`config.mk`:
```
export PLATFORM = sky130hd
export DESIGN_NAME = can_blk_tx_seq
export DESIGN_NICKNAME = d
export VERILOG_FILES = /design/src/rtl/can_blk_pkg.sv /design/src/rtl/blk_gap_timer.sv /design/src/rtl/blk_req_bank.sv /design/src/rtl/blk_seq_ctrl.sv /design/src/rtl/can_blk_tx_seq.sv
export SDC_FILE = /design/constraint.sdc
export NUM_CORES = 1
export LEC_CHECK = 0
export BUFFER_PORTS_ARGS = -buffer_cell sky130_fd_sc_hd__buf_4
export CORE_ASPECT_RATIO = 1.25
export CORE_UTILIZATION = 50
export CTS_CLUSTER_DIAMETER = 120
export DETAILED_ROUTE_END_ITERATION = 6
export MAX_ROUTING_LAYER = met4
export PLACE_DENSITY_LB_ADDON = 0.15
export SKIP_LAST_GASP = 1
export SYNTH_ARGS = -nofsm -noshare
export SYNTH_HDL_FRONTEND = slang
export SYNTH_HIERARCHICAL = 1
export SYNTH_SLANG_ARGS = --single-unit
```
`constraint.sdc`:
```
create_clock -name clk -period 2.15 [get_ports clk]
set_input_delay 0.3225 -clock clk [delete_from_list [all_inputs] [get_ports clk]]
set_output_delay 0.3225 -clock clk [all_outputs]
set_load 0.005 [all_outputs]
```
`src/rtl/can_blk_pkg.sv`:
```
package can_blk_pkg;

  typedef enum logic [1:0] {
    SEQ_IDLE = 2'd0,
    SEQ_GAP  = 2'd1,
    SEQ_WAIT = 2'd2
  } seq_state_e;

endpackage

```
`src/rtl/blk_gap_timer.sv`:
```
module blk_gap_timer #(
  parameter int W = 8
) (
  input  logic         clk,
  input  logic         rst_n,
  input  logic         clr,
  input  logic         load,
  input  logic [W-1:0] load_val,
  input  logic         tick,
  output logic         zero
);

  logic [W-1:0] cnt_q;
  logic [W-1:0] cnt_d;

  always_comb begin
    cnt_d = cnt_q;
    if (clr) begin
      cnt_d = '0;
    end else if (load) begin
      cnt_d = load_val;
    end else if (tick && (cnt_q != '0)) begin
      cnt_d = cnt_q - 1'b1;
    end
  end

  always_ff @(posedge clk or negedge rst_n) begin
    if (!rst_n) begin
      cnt_q <= '0;
    end else begin
      cnt_q <= cnt_d;
    end
  end

  assign zero = (cnt_q == '0);

endmodule

```
`src/rtl/blk_req_bank.sv`:
```
module blk_req_bank #(
  parameter int NBUF = 16,
  parameter int NBLK = 8
) (
  input  logic            clk,
  input  logic            rst_n,
  input  logic            blk_mode,
  input  logic [NBUF-1:0] sw_set,
  input  logic [NBUF-1:0] sw_clr,
  input  logic [NBUF-1:0] on_bus,
  input  logic [NBUF-1:0] done,
  input  logic [NBLK-1:0] eng_set,
  output logic [NBUF-1:0] req
);

  logic [NBUF-1:0] req_q;
  logic [NBUF-1:0] req_d;

  for (genvar i = 0; i < NBUF; i++) begin : g_bit
    logic set_eff;
    logic clr_eff;

    if (i < NBLK) begin : g_blk
      // reserved group: engine sets; software sets only outside block mode
      assign set_eff = eng_set[i] | (sw_set[i] & ~blk_mode);
    end else begin : g_plain
      assign set_eff = sw_set[i];
    end

    // an abort clear is refused while the frame is on the bus
    assign clr_eff = sw_clr[i] & ~on_bus[i];

    always_comb begin
      req_d[i] = ((req_q[i] & ~clr_eff) | set_eff) & ~done[i];
    end

    always_ff @(posedge clk or negedge rst_n) begin
      if (!rst_n) begin
        req_q[i] <= 1'b0;
      end else begin
        req_q[i] <= req_d[i];
      end
    end
  end

  assign req = req_q;

endmodule

```
`src/rtl/blk_seq_ctrl.sv`:
```
module blk_seq_ctrl
  import can_blk_pkg::*;
#(
  parameter int NBLK = 8,
  parameter int GAPW = 8,
  localparam int PTRW = $clog2(NBLK)
) (
  input  logic            clk,
  input  logic            rst_n,
  input  logic            blk_mode,
  input  logic            init_mode,
  input  logic            trig_wr,
  input  logic            trig_wdata,
  input  logic            rewind_wr,
  input  logic            gap_wr,
  input  logic [GAPW-1:0] gap_wdata,
  input  logic [NBLK-1:0] blk_req,
  input  logic [NBLK-1:0] blk_done,
  input  logic            gap_zero,
  output logic            tmr_load,
  output logic            tmr_clr,
  output logic [GAPW-1:0] gap_val,
  output logic [NBLK-1:0] eng_set,
  output logic            trig,
  output logic            rewind_pend,
  output logic            rewind_err,
  output logic [PTRW-1:0] seq_ptr,
  output logic            seq_done,
  output logic            in_flight
);

  localparam logic [PTRW-1:0] LAST = PTRW'(NBLK - 1);

  seq_state_e      st_q, st_d;
  logic [PTRW-1:0] ptr_q, ptr_d;
  logic            trig_q, trig_d;
  logic            rew_q, rew_d;
  logic            err_q, err_d;
  logic            done_q, done_d;
  logic [GAPW-1:0] gap_q, gap_d;
  logic            cur_req;
  logic            cur_done;

  assign cur_req  = blk_req[ptr_q];
  assign cur_done = blk_done[ptr_q];

  always_comb begin
    st_d     = st_q;
    ptr_d    = ptr_q;
    trig_d   = trig_q;
    rew_d    = rew_q;
    err_d    = err_q;
    done_d   = 1'b0;
    gap_d    = gap_q;
    eng_set  = '0;
    tmr_load = 1'b0;
    tmr_clr  = 1'b0;

    if (gap_wr) begin
      gap_d = gap_wdata;
    end

    // trigger writes: clearing always allowed, setting gated by mode
    if (trig_wr) begin
      if (!trig_wdata) begin
        trig_d = 1'b0;
      end else if (!init_mode && blk_mode && !rew_q) begin
        trig_d = 1'b1;
      end
    end

    // rewind request: honoured only with trigger low
    if (rewind_wr && !rew_q) begin
      if (trig_q) begin
        err_d = 1'b1;
      end else begin
        rew_d = 1'b1;
      end
    end

    if (rew_q) begin
      rew_d   = 1'b0;
      ptr_d   = '0;
      err_d   = 1'b0;
      st_d    = SEQ_IDLE;
      tmr_clr = 1'b1;
    end else begin
      unique case (st_q)
        SEQ_IDLE: begin
          if (trig_q && blk_mode) begin
            eng_set[ptr_q] = 1'b1;
            st_d           = SEQ_WAIT;
          end
        end
        SEQ_GAP: begin
          if (!trig_q || !blk_mode) begin
            st_d = SEQ_IDLE;
          end else if (gap_zero) begin
            eng_set[ptr_q] = 1'b1;
            st_d           = SEQ_WAIT;
          end
        end
        SEQ_WAIT: begin
          if (cur_done) begin
            if (ptr_q == LAST) begin
              ptr_d  = '0;
              trig_d = 1'b0;
              done_d = 1'b1;
              st_d   = SEQ_IDLE;
            end else begin
              ptr_d = ptr_q + 1'b1;
              if (trig_q) begin
                tmr_load = 1'b1;
                st_d     = SEQ_GAP;
              end else begin
                st_d = SEQ_IDLE;
              end
            end
          end else if (!cur_req) begin
            // request withdrawn by a successful abort: keep pointer
            st_d = SEQ_IDLE;
          end
        end
        default: st_d = SEQ_IDLE;
      endcase
    end
  end

  always_ff @(posedge clk or negedge rst_n) begin
    if (!rst_n) begin
      st_q   <= SEQ_IDLE;
      ptr_q  <= '0;
      trig_q <= 1'b0;
      rew_q  <= 1'b0;
      err_q  <= 1'b0;
      done_q <= 1'b0;
      gap_q  <= '0;
    end else begin
      st_q   <= st_d;
      ptr_q  <= ptr_d;
      trig_q <= trig_d;
      rew_q  <= rew_d;
      err_q  <= err_d;
      done_q <= done_d;
      gap_q  <= gap_d;
    end
  end

  assign gap_val     = gap_q;
  assign trig        = trig_q;
  assign rewind_pend = rew_q;
  assign rewind_err  = err_q;
  assign seq_ptr     = ptr_q;
  assign seq_done    = done_q;
  assign in_flight   = (st_q == SEQ_WAIT);

endmodule

```
`src/rtl/can_blk_tx_seq.sv`:
```
module can_blk_tx_seq #(
  parameter int NBUF = 16,
  parameter int NBLK = 8,
  parameter int GAPW = 8,
  localparam int PTRW = $clog2(NBLK)
) (
  input  logic            clk,
  input  logic            rst_n,
  input  logic            bit_tick,
  input  logic            init_mode,
  input  logic            blk_mode,
  input  logic            trig_wr,
  input  logic            trig_wdata,
  input  logic            rewind_wr,
  input  logic            gap_wr,
  input  logic [GAPW-1:0] gap_wdata,
  input  logic [NBUF-1:0] req_set,
  input  logic [NBUF-1:0] req_clr,
  input  logic [NBUF-1:0] on_bus,
  input  logic [NBUF-1:0] tx_done,
  output logic [NBUF-1:0] tx_req,
  output logic            trig,
  output logic            rewind_pend,
  output logic            rewind_err,
  output logic [PTRW-1:0] seq_ptr,
  output logic            seq_done,
  output logic            blk_in_flight
);

  logic [1:0]      rst_sync_q;
  logic            rst_core_n;
  logic            tmr_load;
  logic            tmr_clr;
  logic            gap_zero;
  logic [GAPW-1:0] gap_val;
  logic [NBLK-1:0] eng_set;

  // asynchronous assertion, synchronous release
  always_ff @(posedge clk or negedge rst_n) begin
    if (!rst_n) begin
      rst_sync_q <= 2'b00;
    end else begin
      rst_sync_q <= {rst_sync_q[0], 1'b1};
    end
  end
  assign rst_core_n = rst_sync_q[1];

  blk_seq_ctrl #(
    .NBLK (NBLK),
    .GAPW (GAPW)
  ) u_ctrl (
    .clk         (clk),
    .rst_n       (rst_core_n),
    .blk_mode    (blk_mode),
    .init_mode   (init_mode),
    .trig_wr     (trig_wr),
    .trig_wdata  (trig_wdata),
    .rewind_wr   (rewind_wr),
    .gap_wr      (gap_wr),
    .gap_wdata   (gap_wdata),
    .blk_req     (tx_req[NBLK-1:0]),
    .blk_done    (tx_done[NBLK-1:0]),
    .gap_zero    (gap_zero),
    .tmr_load    (tmr_load),
    .tmr_clr     (tmr_clr),
    .gap_val     (gap_val),
    .eng_set     (eng_set),
    .trig        (trig),
    .rewind_pend (rewind_pend),
    .rewind_err  (rewind_err),
    .seq_ptr     (seq_ptr),
    .seq_done    (seq_done),
    .in_flight   (blk_in_flight)
  );

  blk_gap_timer #(
    .W (GAPW)
  ) u_gap (
    .clk      (clk),
    .rst_n    (rst_core_n),
    .clr      (tmr_clr),
    .load     (tmr_load),
    .load_val (gap_val),
    .tick     (bit_tick),
    .zero     (gap_zero)
  );

  blk_req_bank #(
    .NBUF (NBUF),
    .NBLK (NBLK)
  ) u_bank (
    .clk      (clk),
    .rst_n    (rst_core_n),
    .blk_mode (blk_mode),
    .sw_set   (req_set),
    .sw_clr   (req_clr),
    .on_bus   (on_bus),
    .done     (tx_done),
    .eng_set  (eng_set),
    .req      (tx_req)
  );

endmodule

```
Word-level counts from Yosys, hierarchy flattened
Cells that the tools add are included.
{ "word_totals": {"reg_bits": 43, "inputBits": 81, "elab_cells": 236} }
{ "classes": {"add_sub_neg": 2, "n_reduce_logical": 22, "order_cmp": 2, "muxes": 50, "bitwise_logic": 129, "n_eq_ne": 6} }
{ "op_table": {"columns": ["cell", "count"], "rows": [
  ["1-bit AND", 56],
  ["8-bit 2-to-1 mux", 7],
  ["1-bit NOT", 49],
  ["1-bit 2-to-1 mux", 27],
  ["1-bit OR", 24],
  ["8-bit case mux with 2 select lines", 1],
  ["2-bit 2-to-1 mux", 7],
  ["3-bit 2-to-1 mux", 4],
  ["8-bit zero test", 1],
  ["2-bit nonzero test", 4],
  ["8-bit nonzero test", 1],
  ["8-bit by 1-bit subtractor with 8-bit output (second input constant)", 1],
  ["1-bit binary-select mux with 3-bit select", 2],
  ["1-bit logical AND", 6],
  ["2-bit case mux with 3 select lines", 1],
  ["1-bit zero test", 4],
  ["3-bit by 4-bit less-than comparator with 1-bit output (second input constant)", 1],
  ["4-bit by 2-bit != test with 1-bit output (second input constant)", 1],
  ["4-bit by 3-bit != test with 1-bit output (second input constant)", 1],
  ["2-bit AND reduction", 2],
  ["3-bit by 1-bit adder with 3-bit output (second input constant)", 1],
  ["1-bit demux with 3-bit select", 1],
  ["3-bit == test (second input constant)", 1],
  ["3-bit by 1-bit >= comparator with 1-bit output (second input constant)", 1],
  ["7 further kinds", 7]
]} }

Logic depth before layout (Yosys ltp)
{ "logic_depth": {"word_depth": 11, "mapped_depth": 11, "depth_no_buf": 11} }

Modules after synthesis
The synthesis kept the hierarchy.
{ "modules_own_cells": {"columns": ["mod", "cells_each", "instances", "seq_area_each_um2", "area_per_inst_um2"], "rows": [
  ["blk_seq_ctrl", 85, 1, 425.4, 985.9],
  ["blk_req_bank", 73, 1, 400.4, 674.4],
  ["blk_gap_timer", 61, 1, 200.2, 555.5],
  ["can_blk_tx_seq", 3, 1, 50.0, 53.8]
]} }

Least setup slack after synthesis
Ideal clock, no wire load.
{ "synth_path": {"path_type": "register -> register", "startpoint": "register u_ctrl.ptr_q[0] (netlist: u_ctrl/seq_ptr[0])", "endpoint": "register u_gap.cnt_q[1]", "arrival_ns": 2.259, "path_stages_with_launch": 10, "required_time_ns": 2.072, "n_path_buf": 2, "slack_ns": -0.187, "cell_sequence": "dfrtp_1 > buf_6 > mux2_4 > mux4_2 > nand2_4 > nor3_1 > inv_1 > clkbuf_1 > o221ai_1 > a21oi_1"} }
{ "synth_via": {"elab_chain_cells": 7, "word_cells_on_any_way": 10, "cone_classes": "eq/ne: 1; mux: 8; reduce/logical: 1"} }
{ "synth_rtl": {"columns": ["element", "line_no", "text"], "rows": [
  ["start: declaration", "blk_seq_ctrl.sv:35", "logic [PTRW-1:0] ptr_q, ptr_d;"],
  ["start signal: assignment", "blk_seq_ctrl.sv:140", "ptr_q <= ptr_d;"],
  ["1-bit binary-select mux with 3-bit select / 3-bit == test (equally long branches)", "blk_seq_ctrl.sv:45, blk_seq_ctrl.sv:105", null],
  ["1-bit 2-to-1 mux (on tied branches)", "blk_seq_ctrl.sv:45, blk_seq_ctrl.sv:105", null],
  ["1-bit 2-to-1 mux (*)", "blk_seq_ctrl.sv:104", "if (cur_done) begin"],
  ["1-bit 2-to-1 mux (*)", "blk_seq_ctrl.sv:88", "unique case (st_q)"],
  ["1-bit 2-to-1 mux (*)", "blk_seq_ctrl.sv:81", "if (rew_q) begin"],
  ["net tmr_load", "can_blk_tx_seq.sv:32", "logic tmr_load;"],
  ["8-bit 2-to-1 mux", "blk_gap_timer.sv:20", "end else if (load) begin"],
  ["8-bit 2-to-1 mux", "blk_gap_timer.sv:18", "if (clr) begin"],
  ["end signal: assignment", "blk_gap_timer.sv:31", "cnt_q <= cnt_d;"],
  ["end: declaration", "blk_gap_timer.sv:13", "logic [W-1:0] cnt_q;"]
]} }
Mark *: on every way through the listed nets, which the timed path passes. The rest lies on a longest branch. The select of a mux whose other input is x is not followed.
A chain may end at the register's enable or synchronous reset.

Worst setup path after layout
{ "layout_path": {"startpoint": "register u_ctrl.ptr_q[0] (netlist: u_ctrl/seq_ptr[0])", "endpoint": "register u_gap.cnt_q[4]"} }
The elaborated chain is that of the path after synthesis.

==> impl_metrics.json <==
{
  "status": "complete, no violations",
  "synth_cells": 222,
  "clockBufferDepth": 2,
  "synth_area_leader_cell": "dfrtp_1",
  "drt_iter0_markers": 72,
  "cts_buffers": 5,
  "synth_area_leaders": "dfrtp_1 47%, a21oi_1 6.2%, nand2b_1 5.0%",
  "ant_nets": 0,
  "end_kind": "flip-flop",
  "grt_use_total": 0.253,
  "synth_cell_types": 44,
  "n_antenna_cell": 0,
  "crit_fanout": 10,
  "crit_path_cell_trace": "mux2_4, mux4_2, nand2_4, nor3_4, inv_1, buf_12, nor2_1, a211oi_1",
  "synth_top_area_frac": 0.474,
  "leakage_uw": 0.00168,
  "yosysSeqAreaShare": 0.474,
  "yosysMostFrequentCell": "dfrtp_1",
  "worst_hold_path_type": "input pin to flip-flop",
  "grt_setup_unrepaired": "no",
  "period_minus_slack_ns": 2.03,
  "cp.required_ns": 2.36,
  "drtPass1Iterations": 4,
  "setup_viol": 0,
  "area.growth.synth_to_final_pct": 49.0,
  "fp.dieArea_um2": 4810,
  "crit_arrival_ns": 2.24,
  "start_util": 0.517,
  "crit_slowest_cell": "mux4_2",
  "routed-via-count": 2048,
  "drive_above_1_share": 0.459,
  "crit_buf_inv": 2,
  "finalNonFillerCells": 402,
  "grt_pass1_vias": 2138,
  "synth_common_cells": "43 x dfrtp_1, 28 x a21oi_1, 23 x nor2_1, 18 x inv_1, 18 x nand2b_1",
  "final_nets": 428,
  "antenna_found_initial": 0,
  "synth-edff-count": 0,
  "syn_avg_cell_area_um2": 10.2,
  "root_buffer": "clkbuf_8",
  "hold_viol": 0,
  "die_w_um": 62.3,
  "final.period_utilization": 0.946,
  "grt_max_degree": 24,
  "remaining_drc_errors": 0,
  "synthArstFlopShare": 1.00,
  "synth_seq_cells": 43,
  "clk-insertion-delay-late_ns": 0.29,
  "num_rows": 27,
  "skew_ns": 0.00454,
  "core_um2": 4390,
  "hpwlAfterDp_um": 4470,
  "drv_cap": 0,
  "place.gp.congestion": 0.873,
  "htreeDepth": 2,
  "fin_util": 0.770,
  "cp_slowest_stage_delay_ns": 0.52,
  "overflow": 0,
  "path_clk_slew_ns": 0.08,
  "grt_first_pass_wirelength_um": 9350,
  "routed_wl_um": 5590,
  "fmax_mhz": 492,
  "io_buffers": 104,
  "ys_warn_count": 6,
  "viasPerCell": 5.09,
  "hold_slack_ns": 0.168,
  "pwr_density_cell_nw_per_um2": 748,
  "dp.cells": 389,
  "synth_ff_type": "dfrtp_1",
  "vdd_drop_max_v": 0.000360,
  "tns_ns": 0,
  "slew_viol_final": 0,
  "wl_per_cell_um": 13.9,
  "path_delay_family": "multiplexers",
  "cts_tree": "done",
  "critPathKind": "flip-flop to flip-flop",
  "syn_area_um2": 2270,
  "critPathLaunchType": "flip-flop",
  "slew_headroom": 0.625,
  "syn-num-nets": 307,
  "clock-sinks": 43,
  "worstMarginPinSlew_ns": 0.562,
  "io_pins": 105,
  "die_height_um": 77.3
}
## cell families (layout without fill, tap and decap cells)
group / count (synthesis) / in the layout / synth area share
other: 1 / 1 / 0.00165
flip-flops: 43 / 43 / 0.474
adder cells (fa/ha/maj): 4 / 4 / 0.0221
AND/OR/NAND/NOR: 71 / 71 / 0.173
XOR/XNOR: 5 / 5 / 0.0193
multiplexers: 19 / 19 / 0.117
buffers and inverters: 27 / 149 / 0.0496
AO/OA/AOI/OAI: 52 / 52 / 0.143
## layout make-up
cell class | instances | area, µm²
flip-flops and latches | 43 | 1080
inverters | 19 | 71.3
clock inverters | 3 | 43.8
repair buffers | 122 | 931
fillers | 329 | 1010
clock buffers | 5 | 68.8
multi-input cells | 152 | 1120
well taps | 58 | 72.6
## worst reg2reg max path, cell delays in order (launching register included)
cell and delay [ns]:
dfrtp_2 0.48, mux2_4 0.31, mux4_2 0.52, nand2_4 0.10
nor3_4 0.05, inv_1 0.12, buf_12 0.13, nor2_1 0.05
a211oi_1 0.19
## cells in the final DEF, fill, tap and decap left out, types with 5 or more instances in the layout
cell and count:
o21ai_0 8, mux2_2 8, nand2b_1 17, buf_4 120, inv_1 18, a211oi_1 6, a21oi_1 28, nor2_1 23
dfrtp_1 41, nor3_1 6, clkbuf_8 5, nand2_1 8
## worst paths after layout
check | startpoint | end | slack [ns] | depth (start not counted)
setup / recovery | u_ctrl/seq_ptr[0] | u_gap/cnt_q[4] | 0.12 | 8
hold / removal | tx_done[8] | u_bank/req[8] | 0.17 | 2
setup reg to reg | u_ctrl/seq_ptr[0] | u_gap/cnt_q[4] | 0.12 | 8
hold reg to reg | rst_sync_q[1] | u_gap/cnt_q[7] | 0.24 | 0
max in group asynchronous | rst_sync_q[1] | u_ctrl/seq_ptr[0] | 1.35 | 1
min in group asynchronous | rst_sync_q[1] | u_gap/cnt_q[7] | 0.24 | 0
## metrics by stage
stage	cell area (µm²)	power [µW]	worst slack, ns
after CTS	3320	2490	0.0615
after global routing	3380	2690	0.00301
final	3380	2530	0.117
after detailed placement	3200	1860	0.0389
after floorplan	2280	1520	0.0231
after global placement	3200	1840	0.0718
## what timing repair did
item	in CTS	in global routing
setup buffers	0	4
endpoints found under the setup margin	1	10
hold buffers	1	0
hold endpoints to repair	2	0
resized for setup	1	6
## state kept, by name (all words and copies together), names as in the netlist
register	flops
u_ctrl/gap_val	8
u_gap/cnt_q	8
rst_sync_q	2
u_ctrl/trig	1
u_ctrl/seq_done	1
u_bank/req	16
u_ctrl/rewind_pend	1
u_ctrl/seq_ptr	3
u_ctrl/st_q	2
u_ctrl/rewind_err	1
## layer usage
metal  global-route usage  share of wire
met1                0.293           0.41
met2                0.441           0.52
met3               0.0491          0.044
met4               0.0814          0.016
met5                    -              0
## report_power, final
group	internal [µW]	switching, µW
logic	506	357
registers	921	125
clock network	346	275
total	1770	758
No activity file was read; power rests on OpenSTA's default activity.
